===== src/rtl/exc_entry_pkg.sv =====
package exc_entry_pkg;

  typedef enum logic [2:0] {
    VEC_NONE   = 3'd0,
    VEC_KERNEL = 3'd1,
    VEC_USER   = 3'd2,
    VEC_DOUBLE = 3'd3,
    VEC_DEBUG  = 3'd4
  } exc_vec_e;

  localparam int unsigned VEC_W = 3;

endpackage


===== src/rtl/exc_gen_path.sv =====
module exc_gen_path
  import exc_entry_pkg::*;
#(
  parameter int unsigned PS_W     = 32,
  parameter int unsigned EXCM_BIT = 4,
  parameter int unsigned UM_BIT   = 5,
  parameter bit          HAS_DEPC = 1'b1
) (
  input  logic [PS_W-1:0] ps_i,
  output exc_vec_e        vec_o,
  output logic            to_depc_o,
  output logic [PS_W-1:0] ps_new_o
);

  localparam logic [PS_W-1:0] EXCM_MASK = PS_W'(1) << EXCM_BIT;

  always_comb begin
    if (ps_i[EXCM_BIT]) begin
      vec_o     = VEC_DOUBLE;
      to_depc_o = HAS_DEPC;
    end else begin
      vec_o     = ps_i[UM_BIT] ? VEC_USER : VEC_KERNEL;
      to_depc_o = 1'b0;
    end
    ps_new_o = ps_i | EXCM_MASK;
  end

endmodule


===== src/rtl/exc_dbg_path.sv =====
module exc_dbg_path #(
  parameter int unsigned PS_W        = 32,
  parameter int unsigned IL_LSB      = 0,
  parameter int unsigned IL_W        = 4,
  parameter int unsigned EXCM_BIT    = 4,
  parameter int unsigned DEBUG_LEVEL = 6
) (
  input  logic [PS_W-1:0] ps_i,
  output logic            take_o,
  output logic [PS_W-1:0] ps_new_o
);

  localparam logic [IL_W-1:0] DBG_LVL   = IL_W'(DEBUG_LEVEL);
  localparam logic [PS_W-1:0] IL_MASK   = ((PS_W'(1) << IL_W) - PS_W'(1)) << IL_LSB;
  localparam logic [PS_W-1:0] EXCM_MASK = PS_W'(1) << EXCM_BIT;

  logic [IL_W-1:0] cur_lvl;

  always_comb begin
    cur_lvl  = ps_i[IL_LSB +: IL_W];
    take_o   = cur_lvl < DBG_LVL;
    ps_new_o = (ps_i & ~IL_MASK) | (PS_W'(DBG_LVL) << IL_LSB) | EXCM_MASK;
  end

endmodule


===== src/rtl/exc_sreg_file.sv =====
module exc_sreg_file #(
  parameter int unsigned XLEN     = 32,
  parameter int unsigned CAUSE_W  = 6,
  parameter int unsigned DCAUSE_W = 6,
  parameter int unsigned PS_W     = 32,
  parameter bit          HAS_DEPC = 1'b1
) (
  input  logic                clk_i,
  input  logic                rst_ni,
  input  logic                epc1_we_i,
  input  logic                depc_we_i,
  input  logic                cause_we_i,
  input  logic                vaddr_we_i,
  input  logic                dbg_we_i,
  input  logic                ps_we_i,
  input  logic [XLEN-1:0]     pc_i,
  input  logic [CAUSE_W-1:0]  cause_i,
  input  logic [XLEN-1:0]     vaddr_i,
  input  logic [DCAUSE_W-1:0] dcause_i,
  input  logic [PS_W-1:0]     ps_old_i,
  input  logic [PS_W-1:0]     ps_new_i,
  output logic [XLEN-1:0]     epc1_o,
  output logic [XLEN-1:0]     depc_o,
  output logic [XLEN-1:0]     epc_dbg_o,
  output logic [PS_W-1:0]     eps_dbg_o,
  output logic [CAUSE_W-1:0]  exccause_o,
  output logic [XLEN-1:0]     excvaddr_o,
  output logic [DCAUSE_W-1:0] dbgcause_o,
  output logic [PS_W-1:0]     ps_o
);

  always_ff @(posedge clk_i or negedge rst_ni) begin
    if (!rst_ni) begin
      epc1_o     <= '0;
      exccause_o <= '0;
      excvaddr_o <= '0;
    end else begin
      if (epc1_we_i)  epc1_o     <= pc_i;
      if (cause_we_i) exccause_o <= cause_i;
      if (vaddr_we_i) excvaddr_o <= vaddr_i;
    end
  end

  always_ff @(posedge clk_i or negedge rst_ni) begin
    if (!rst_ni) begin
      epc_dbg_o  <= '0;
      eps_dbg_o  <= '0;
      dbgcause_o <= '0;
    end else if (dbg_we_i) begin
      epc_dbg_o  <= pc_i;
      eps_dbg_o  <= ps_old_i;
      dbgcause_o <= dcause_i;
    end
  end

  always_ff @(posedge clk_i or negedge rst_ni) begin
    if (!rst_ni)      ps_o <= '0;
    else if (ps_we_i) ps_o <= ps_new_i;
  end

  generate
    if (HAS_DEPC) begin : g_depc
      logic [XLEN-1:0] depc_q;
      always_ff @(posedge clk_i or negedge rst_ni) begin
        if (!rst_ni)        depc_q <= '0;
        else if (depc_we_i) depc_q <= pc_i;
      end
      assign depc_o = depc_q;
    end else begin : g_no_depc
      assign depc_o = '0;
    end
  endgenerate

  // general and debug saves never share a cycle
  a_r5_no_mixed_write: assert property (@(posedge clk_i) disable iff (!rst_ni)
    !(dbg_we_i && (cause_we_i || epc1_we_i || depc_we_i)));

  // address register moves only under its own enable
  a_r6_vaddr_hold: assert property (@(posedge clk_i) disable iff (!rst_ni)
    !vaddr_we_i |=> $stable(excvaddr_o));

endmodule


===== src/rtl/exc_entry_ctrl.sv =====
module exc_entry_ctrl
  import exc_entry_pkg::*;
#(
  parameter int unsigned XLEN        = 32,
  parameter int unsigned CAUSE_W     = 6,
  parameter int unsigned DCAUSE_W    = 6,
  parameter int unsigned PS_W        = 32,
  parameter int unsigned IL_LSB      = 0,
  parameter int unsigned IL_W        = 4,
  parameter int unsigned EXCM_BIT    = 4,
  parameter int unsigned UM_BIT      = 5,
  parameter int unsigned DEBUG_LEVEL = 6,
  parameter bit          HAS_DEPC    = 1'b1
) (
  input  logic                clk_i,
  input  logic                rst_ni,
  input  logic                gen_req_i,
  input  logic [XLEN-1:0]     gen_pc_i,
  input  logic [CAUSE_W-1:0]  gen_cause_i,
  input  logic                gen_has_vaddr_i,
  input  logic [XLEN-1:0]     gen_vaddr_i,
  input  logic                dbg_req_i,
  input  logic [XLEN-1:0]     dbg_pc_i,
  input  logic [DCAUSE_W-1:0] dbg_cause_i,
  input  logic [PS_W-1:0]     ps_i,
  output logic                gen_ack_o,
  output logic                dbg_ack_o,
  output logic [2:0]          vec_o,
  output logic [PS_W-1:0]     ps_o,
  output logic [XLEN-1:0]     epc1_o,
  output logic [XLEN-1:0]     depc_o,
  output logic [XLEN-1:0]     epc_dbg_o,
  output logic [PS_W-1:0]     eps_dbg_o,
  output logic [CAUSE_W-1:0]  exccause_o,
  output logic [XLEN-1:0]     excvaddr_o,
  output logic [DCAUSE_W-1:0] dbgcause_o
);

  exc_vec_e        gen_vec;
  logic            gen_to_depc;
  logic [PS_W-1:0] gen_ps_new;
  logic            dbg_take;
  logic [PS_W-1:0] dbg_ps_new;
  logic            dbg_fire, gen_fire, dbg_commit;
  logic            gen_ack_q, dbg_ack_q;
  exc_vec_e        vec_q;

  exc_gen_path #(
    .PS_W(PS_W), .EXCM_BIT(EXCM_BIT), .UM_BIT(UM_BIT), .HAS_DEPC(HAS_DEPC)
  ) u_gen (
    .ps_i(ps_i), .vec_o(gen_vec), .to_depc_o(gen_to_depc), .ps_new_o(gen_ps_new)
  );

  exc_dbg_path #(
    .PS_W(PS_W), .IL_LSB(IL_LSB), .IL_W(IL_W), .EXCM_BIT(EXCM_BIT),
    .DEBUG_LEVEL(DEBUG_LEVEL)
  ) u_dbg (
    .ps_i(ps_i), .take_o(dbg_take), .ps_new_o(dbg_ps_new)
  );

  // debug wins the cycle even when it is dropped; general waits one cycle
  assign dbg_fire   = dbg_req_i && !dbg_ack_q;
  assign gen_fire   = gen_req_i && !gen_ack_q && !dbg_fire;
  assign dbg_commit = dbg_fire && dbg_take;

  always_ff @(posedge clk_i or negedge rst_ni) begin
    if (!rst_ni) begin
      gen_ack_q <= 1'b0;
      dbg_ack_q <= 1'b0;
      vec_q     <= VEC_NONE;
    end else begin
      gen_ack_q <= gen_fire;
      dbg_ack_q <= dbg_fire;
      if (dbg_fire)      vec_q <= dbg_take ? VEC_DEBUG : VEC_NONE;
      else if (gen_fire) vec_q <= gen_vec;
    end
  end

  exc_sreg_file #(
    .XLEN(XLEN), .CAUSE_W(CAUSE_W), .DCAUSE_W(DCAUSE_W), .PS_W(PS_W),
    .HAS_DEPC(HAS_DEPC)
  ) u_regs (
    .clk_i      (clk_i),
    .rst_ni     (rst_ni),
    .epc1_we_i  (gen_fire && !gen_to_depc),
    .depc_we_i  (gen_fire && gen_to_depc),
    .cause_we_i (gen_fire),
    .vaddr_we_i (gen_fire && gen_has_vaddr_i),
    .dbg_we_i   (dbg_commit),
    .ps_we_i    (gen_fire || dbg_commit),
    .pc_i       (dbg_fire ? dbg_pc_i : gen_pc_i),
    .cause_i    (gen_cause_i),
    .vaddr_i    (gen_vaddr_i),
    .dcause_i   (dbg_cause_i),
    .ps_old_i   (ps_i),
    .ps_new_i   (dbg_fire ? dbg_ps_new : gen_ps_new),
    .epc1_o     (epc1_o),
    .depc_o     (depc_o),
    .epc_dbg_o  (epc_dbg_o),
    .eps_dbg_o  (eps_dbg_o),
    .exccause_o (exccause_o),
    .excvaddr_o (excvaddr_o),
    .dbgcause_o (dbgcause_o),
    .ps_o       (ps_o)
  );

  assign gen_ack_o = gen_ack_q;
  assign dbg_ack_o = dbg_ack_q;
  assign vec_o     = vec_q;

  logic gen_alone;
  assign gen_alone = gen_req_i && !gen_ack_o && !(dbg_req_i && !dbg_ack_o);

  a_r2_kernel_entry: assert property (@(posedge clk_i) disable iff (!rst_ni)
    (gen_alone && !ps_i[EXCM_BIT] && !ps_i[UM_BIT])
      |=> (gen_ack_o && vec_o == 3'd1 && epc1_o == $past(gen_pc_i)));

  a_r3_user_entry: assert property (@(posedge clk_i) disable iff (!rst_ni)
    (gen_alone && !ps_i[EXCM_BIT] && ps_i[UM_BIT]) |=> (gen_ack_o && vec_o == 3'd2));

  a_r4_double_keeps_epc1: assert property (@(posedge clk_i) disable iff (!rst_ni)
    (gen_alone && ps_i[EXCM_BIT] && HAS_DEPC)
      |=> (vec_o == 3'd3 && $stable(epc1_o) && depc_o == $past(gen_pc_i)));

  a_r5_excm_after_gen: assert property (@(posedge clk_i) disable iff (!rst_ni)
    gen_ack_o |-> ps_o[EXCM_BIT]);

  a_r7_debug_level: assert property (@(posedge clk_i) disable iff (!rst_ni)
    (dbg_ack_o && vec_o == 3'd4) |-> (ps_o[IL_LSB +: IL_W] == IL_W'(DEBUG_LEVEL)
                                      && ps_o[EXCM_BIT]));

  a_r8_dropped_debug: assert property (@(posedge clk_i) disable iff (!rst_ni)
    (dbg_ack_o && vec_o == 3'd0) |-> ($stable(ps_o) && $stable(epc_dbg_o)
                                      && $stable(eps_dbg_o)));

  a_r9_debug_first: assert property (@(posedge clk_i) disable iff (!rst_ni)
    (dbg_req_i && gen_req_i && !dbg_ack_o && !gen_ack_o) |=> (dbg_ack_o && !gen_ack_o));

  a_r9_one_ack: assert property (@(posedge clk_i) disable iff (!rst_ni)
    !(gen_ack_o && dbg_ack_o));

  a_r10_gen_pulse: assert property (@(posedge clk_i) disable iff (!rst_ni)
    gen_ack_o |=> !gen_ack_o);

  a_r10_dbg_pulse: assert property (@(posedge clk_i) disable iff (!rst_ni)
    dbg_ack_o |=> !dbg_ack_o);

endmodule


===== config.mk =====
export PLATFORM = sky130hd
export DESIGN_NAME = exc_entry_ctrl
export DESIGN_NICKNAME = d
export VERILOG_FILES = /design/src/rtl/exc_entry_pkg.sv /design/src/rtl/exc_gen_path.sv /design/src/rtl/exc_dbg_path.sv /design/src/rtl/exc_sreg_file.sv /design/src/rtl/exc_entry_ctrl.sv
export SDC_FILE = /design/constraint.sdc
export NUM_CORES = 1
export LEC_CHECK = 0
export ABC_AREA = 1
export BUFFER_PORTS_ARGS = -buffer_cell sky130_fd_sc_hd__buf_2
export CAP_MARGIN = 10
export CELL_PAD_IN_SITES_DETAIL_PLACEMENT = 1
export CELL_PAD_IN_SITES_GLOBAL_PLACEMENT = 2
export CORE_MARGIN = 2
export CORE_UTILIZATION = 26
export CTS_CLUSTER_SIZE = 10
export DETAILED_ROUTE_END_ITERATION = 8
export GPL_TIMING_DRIVEN = 1
export PLACE_DENSITY_LB_ADDON = 0.1
export SLEW_MARGIN = 30
export SYNTH_ARGS = -nofsm -noshare
export SYNTH_HDL_FRONTEND = slang
export SYNTH_SLANG_ARGS = --single-unit
export TNS_END_PERCENT = 30

===== constraint.sdc =====
create_clock -name clk_i -period 1.9 [get_ports clk_i]
set_clock_uncertainty 0.15 [all_clocks]
set_input_delay 0.095 -clock clk_i [delete_from_list [all_inputs] [get_ports clk_i]]
set_output_delay 0.095 -clock clk_i [all_outputs]
set_load 0.005 [all_outputs]

==> metrics.sh <==
REQUIRED_NS=2.16
DIE_H_UM=183
GRT_MAX_DEGREE=65
SYNTH.YOSYS.SEQ_AREA_SHARE_PCT=62.7
PERIOD_SHARE_PCT=89.9
DR.FIRST_ITER.DRC_COUNT=380
HOLDCRITPATHCLASS='in -> reg'
SYNTH-COMPOUND-AREA-SHARE_PCT=2.43
CTS.ROOT.BUFFER_CELL='clkbuf_16'
STATUS='complete, no violations'
GRT_PASS1_WL_MM=50.0
YS_DOMINANT_REG_CELL='dfrtp_1'
GRT_REMAINING_OVERFLOW=0
CTS_TREE='yes'
HALF_PERIMETER_WIRE_LENGTH_OF_THE_DETAILED_PLACEMENT_RESULT_MM=20.7
CP_SLOWEST_STAGE_DELAY_NS=0.62
FINALHOLDVIOLCOUNT=0
CRITICAL-PATH-SLOWEST-CELL='dlygate4sd3_1'
ROUTE.VIAS.TOTAL=8153
FINAL_WORST_PATH_SETUP_SLACK_NS=0.192
CORE.ROWCOUNT=65
TOP_LAYER_USED='met4'
MET3_LENGTH_MM=2.16
RSZ0062_AT_GRT='no'
SYN_AREA_PER_CELL_SQ_UM=8.40
YOSYS-TOP-CELLS-AREA='dfrtp_1 (63%), nand2_1 (27%), o21ai_0 (2.2%), nand3_1 (2.0%), inv_1 (1.9%)'
POST_SYNTHESIS_CELLS=993
FIN_TNS_SETUP_NS=0
DETAIL_ROUTE.DRC_VIOLATIONS=0
SYNTH_AREA_SQ_UM=8350
MIN_PERIOD_NS=1.71
ANT_NETS=0
MAX_SLEW.WORST_PIN.SLEW_NS=0.464
CRIT_TYPE='reg -> reg'
PLACE_WORST_SETUP_SLACK_NS=0.243
MULTIPLEXER_FRACTION_OF_THE_SYNTHESIZED_CELL_AREA_PCT=0
DETAILED_ROUTE_WL_MM=31.6
SYNTH_SEQ_CELLS=209
TIMING.SLEW.HEADROOM_PCT=69.1
PORT_BUFFERS=353
CELLLEAKAGEPOWER_uW=0.00742
WORSTPATHCELLLIST='nor2_4, nand3_4, dlygate4sd3_1, nand2_1, nand2_1'
CRITICAL_PATH.STARTPOINT_TYPE='flip-flop'
DETAIL_ROUTE.FIRST_PASS.ITERATIONS=4
CPMOSTUSEDCELL='nand2_1'
MAX_CAP_VIOLATIONS=0
NETLIST.AREA_LEADER.SHARE_PCT=62.7
YOSYS_WARNINGS=0
SYNTH.LARGEST_AREA_CELL='dfrtp_1'
DRT-MET1-WL_MM=13.6
YS_ASYNC_SR_FRACTION_PCT=100
CTS_HTREE_LEVELS=1
FIRST_GLOBAL_VIAS=8905
START_UTIL_PCT=26.4
NETLIST-CELL-TYPE-COUNT=19
CTS.PATH.MAX_BUFFERS=3
SYNTHMOSTINSTANTIATEDCELL='nand2_1'
LAYOUT_CELL_SHARE_WITH_DRIVE_STRENGTH_BEYOND_1_PCT=28.2
ROUTED_VIA_DENSITY=4.26
AVERAGE_WIRE_LENGTH_PER_CELL_AFTER_DETAIL_ROUTING_UM=16.5
PATH_CLK_SLEW_NS=0.06
HOLD-WORST-SLACK_NS=0.158
FIN_NETS=1641
SETUP-VIOLATIONS-FINAL=0
SYNTH_TOP_FAMILY_BY_AREA='simple AND/OR/NAND/NOR gates'
GP_ROUTABILITY_CONGESTION=0.694
POWER_PER_CELL_AREA_nW_PER_UM2=1030
MAX-VDD-IR-DROP_uV=598
TRITONCTS.NUM_BUFFERS=27
POST_SYNTH_XOR_AREA_FRACTION_PCT=0
DESIGN.DIE.AREA_SQ_UM=33500
SYN-NUM-NETS=1138
CLOCK_SINKS=209
FINAL_UTIL_PCT=41.3
CP.ARRIVAL_NS=1.96
SYNTH_EDF_COUNT=0
PLACEABLECOREAREA_SQ_UM=31600
CTS.REPAIR.RESIZED=0
DIE_WIDTH_UM=183
GRT_ANTENNA_BEFORE_REPAIR=1
WORSTSKEWPAIRLATENCY_NS=0.51
WORST-PATH-MAX-FANOUT=6
AREA_GROWTH_PCT=56.2
ROUTED_LENGTH_ON_MET2_MM=15.3
SYNTH_SIMPLE_GATE_AREA_SHARE_PCT=30.0
GR-USAGE-ALL-LAYERS_PCT=18.9
BOUNDARYPINS=354
POST_SYNTH_FA_HA_MAJ_AREA_FRACTION_PCT=0
YS_TOP_CELLS_BY_COUNT='nand2_1 (604), dfrtp_1 (209), inv_1 (43), o21ai_0 (37), nand3_1 (34)'
SLEW_VIOLATIONS=0
FMAXACHIEVABLE_GHz=0.586
CATEGORY_OF_THE_WORST_SETUP_PATH_CAPTURE_POINT='flip-flop'
==> metal layers <==
metal | vias up | global-route usage (%)
li1 | 4006 | -
met1 | 3881 | 23.9
met2 | 231 | 32.3
met3 | 35 | 5.28
met4 | 0 | 4.13
met5 | - | 0
==> state kept, by name, summed over array words and instances (netlist names) <==
signal             count
vec_o                  3
u_regs.depc_o         32
dbg_ack_o              1
u_regs.epc_dbg_o      32
gen_ack_o              1
u_regs.excvaddr_o     32
u_regs.dbgcause_o      6
u_regs.eps_dbg_o      32
u_regs.epc1_o         32
u_regs.exccause_o      6
u_regs.ps_o           32
==> path summary, 6_finish.rpt <==
check                                      startpoint                               end  slack [ns]  depth (start not counted)
max                               dbg_ack_o$_DFF_PN0_   u_regs.epc_dbg_o[3]$_DFFE_PN0P_        0.19                          5
min                                    gen_cause_i[5]  u_regs.exccause_o[5]$_DFFE_PN0P_        0.16                          4
max reg2reg                       dbg_ack_o$_DFF_PN0_   u_regs.epc_dbg_o[3]$_DFFE_PN0P_        0.19                          5
min reg2reg                u_regs.ps_o[4]$_DFFE_PN0P_        u_regs.ps_o[4]$_DFFE_PN0P_        0.32                          1
max in group asynchronous                      rst_ni  u_regs.epc_dbg_o[25]$_DFFE_PN0P_        0.63                          4
min in group asynchronous                      rst_ni  u_regs.eps_dbg_o[16]$_DFFE_PN0P_        0.55                          4
==> per-stage QoR <==
stage / std cells / power [uW] / cell area, sq um
CTS: 1914 / 13700 / 13000
detailed placement: 1722 / 8600 / 10700
finish: 1915 / 13500 / 13000
floorplan: 993 / 6880 / 8350
global placement: 1722 / 8550 / 10700
global route: 1915 / 14300 / 13000
==> power breakdown <==
part / internal (uW) / total (uW) / switching (uW) / leakage (uW)
sequential: 5320 / 5780 / 461 / 0.00261
combinational: 1370 / 2920 / 1550 / 0.00440
clock: 2860 / 4770 / 1910 / 0.000404
==> cells in the final DEF (no fill, tap or decap), drive strengths merged <==
cell           n
buf          378
clkbuf        42
clkinv         4
dfrtp        209
diode          1
dlygate4sd3  146
inv           47
nand2        604
nand3         36
nand3b         1
nor2           5
o21ai         38
o22ai          2
==> worst max-delay path, delay by kind of cell (launching register included) <==
kind,cells,cell delay (ns)
buffers and inverters,1,0.62
flip-flops,1,0.41
AND/OR/NAND/NOR,4,0.42
==> timing repair <==
action	CTS	global route
buffers inserted	0	0
hold buffers	147	0
endpoints found under the hold margin	415	0
==> area by class of cell <==
class                      count  area (sq um)
multi-input combinational    686          2720
clock buffer                  42           802
inverter                      48           180
sequential                   209          5230
antenna                        1          2.50
fill                        3821         18500
tap                          402           503
clock inverter                 3          15.0
timing repair buffer         524          3580
==> cell families (layout without fill, tap and decap cells) <==
| logic type | after synthesis | count (layout) |
|---|---|---|
| simple gates | 646 | 646 |
| flops | 209 | 209 |
| buf+inv | 98 | 617 |
| compound gates | 40 | 40 |
| other cells | 0 | 1 |
Note: power is estimated with default switching activity, not from simulation.
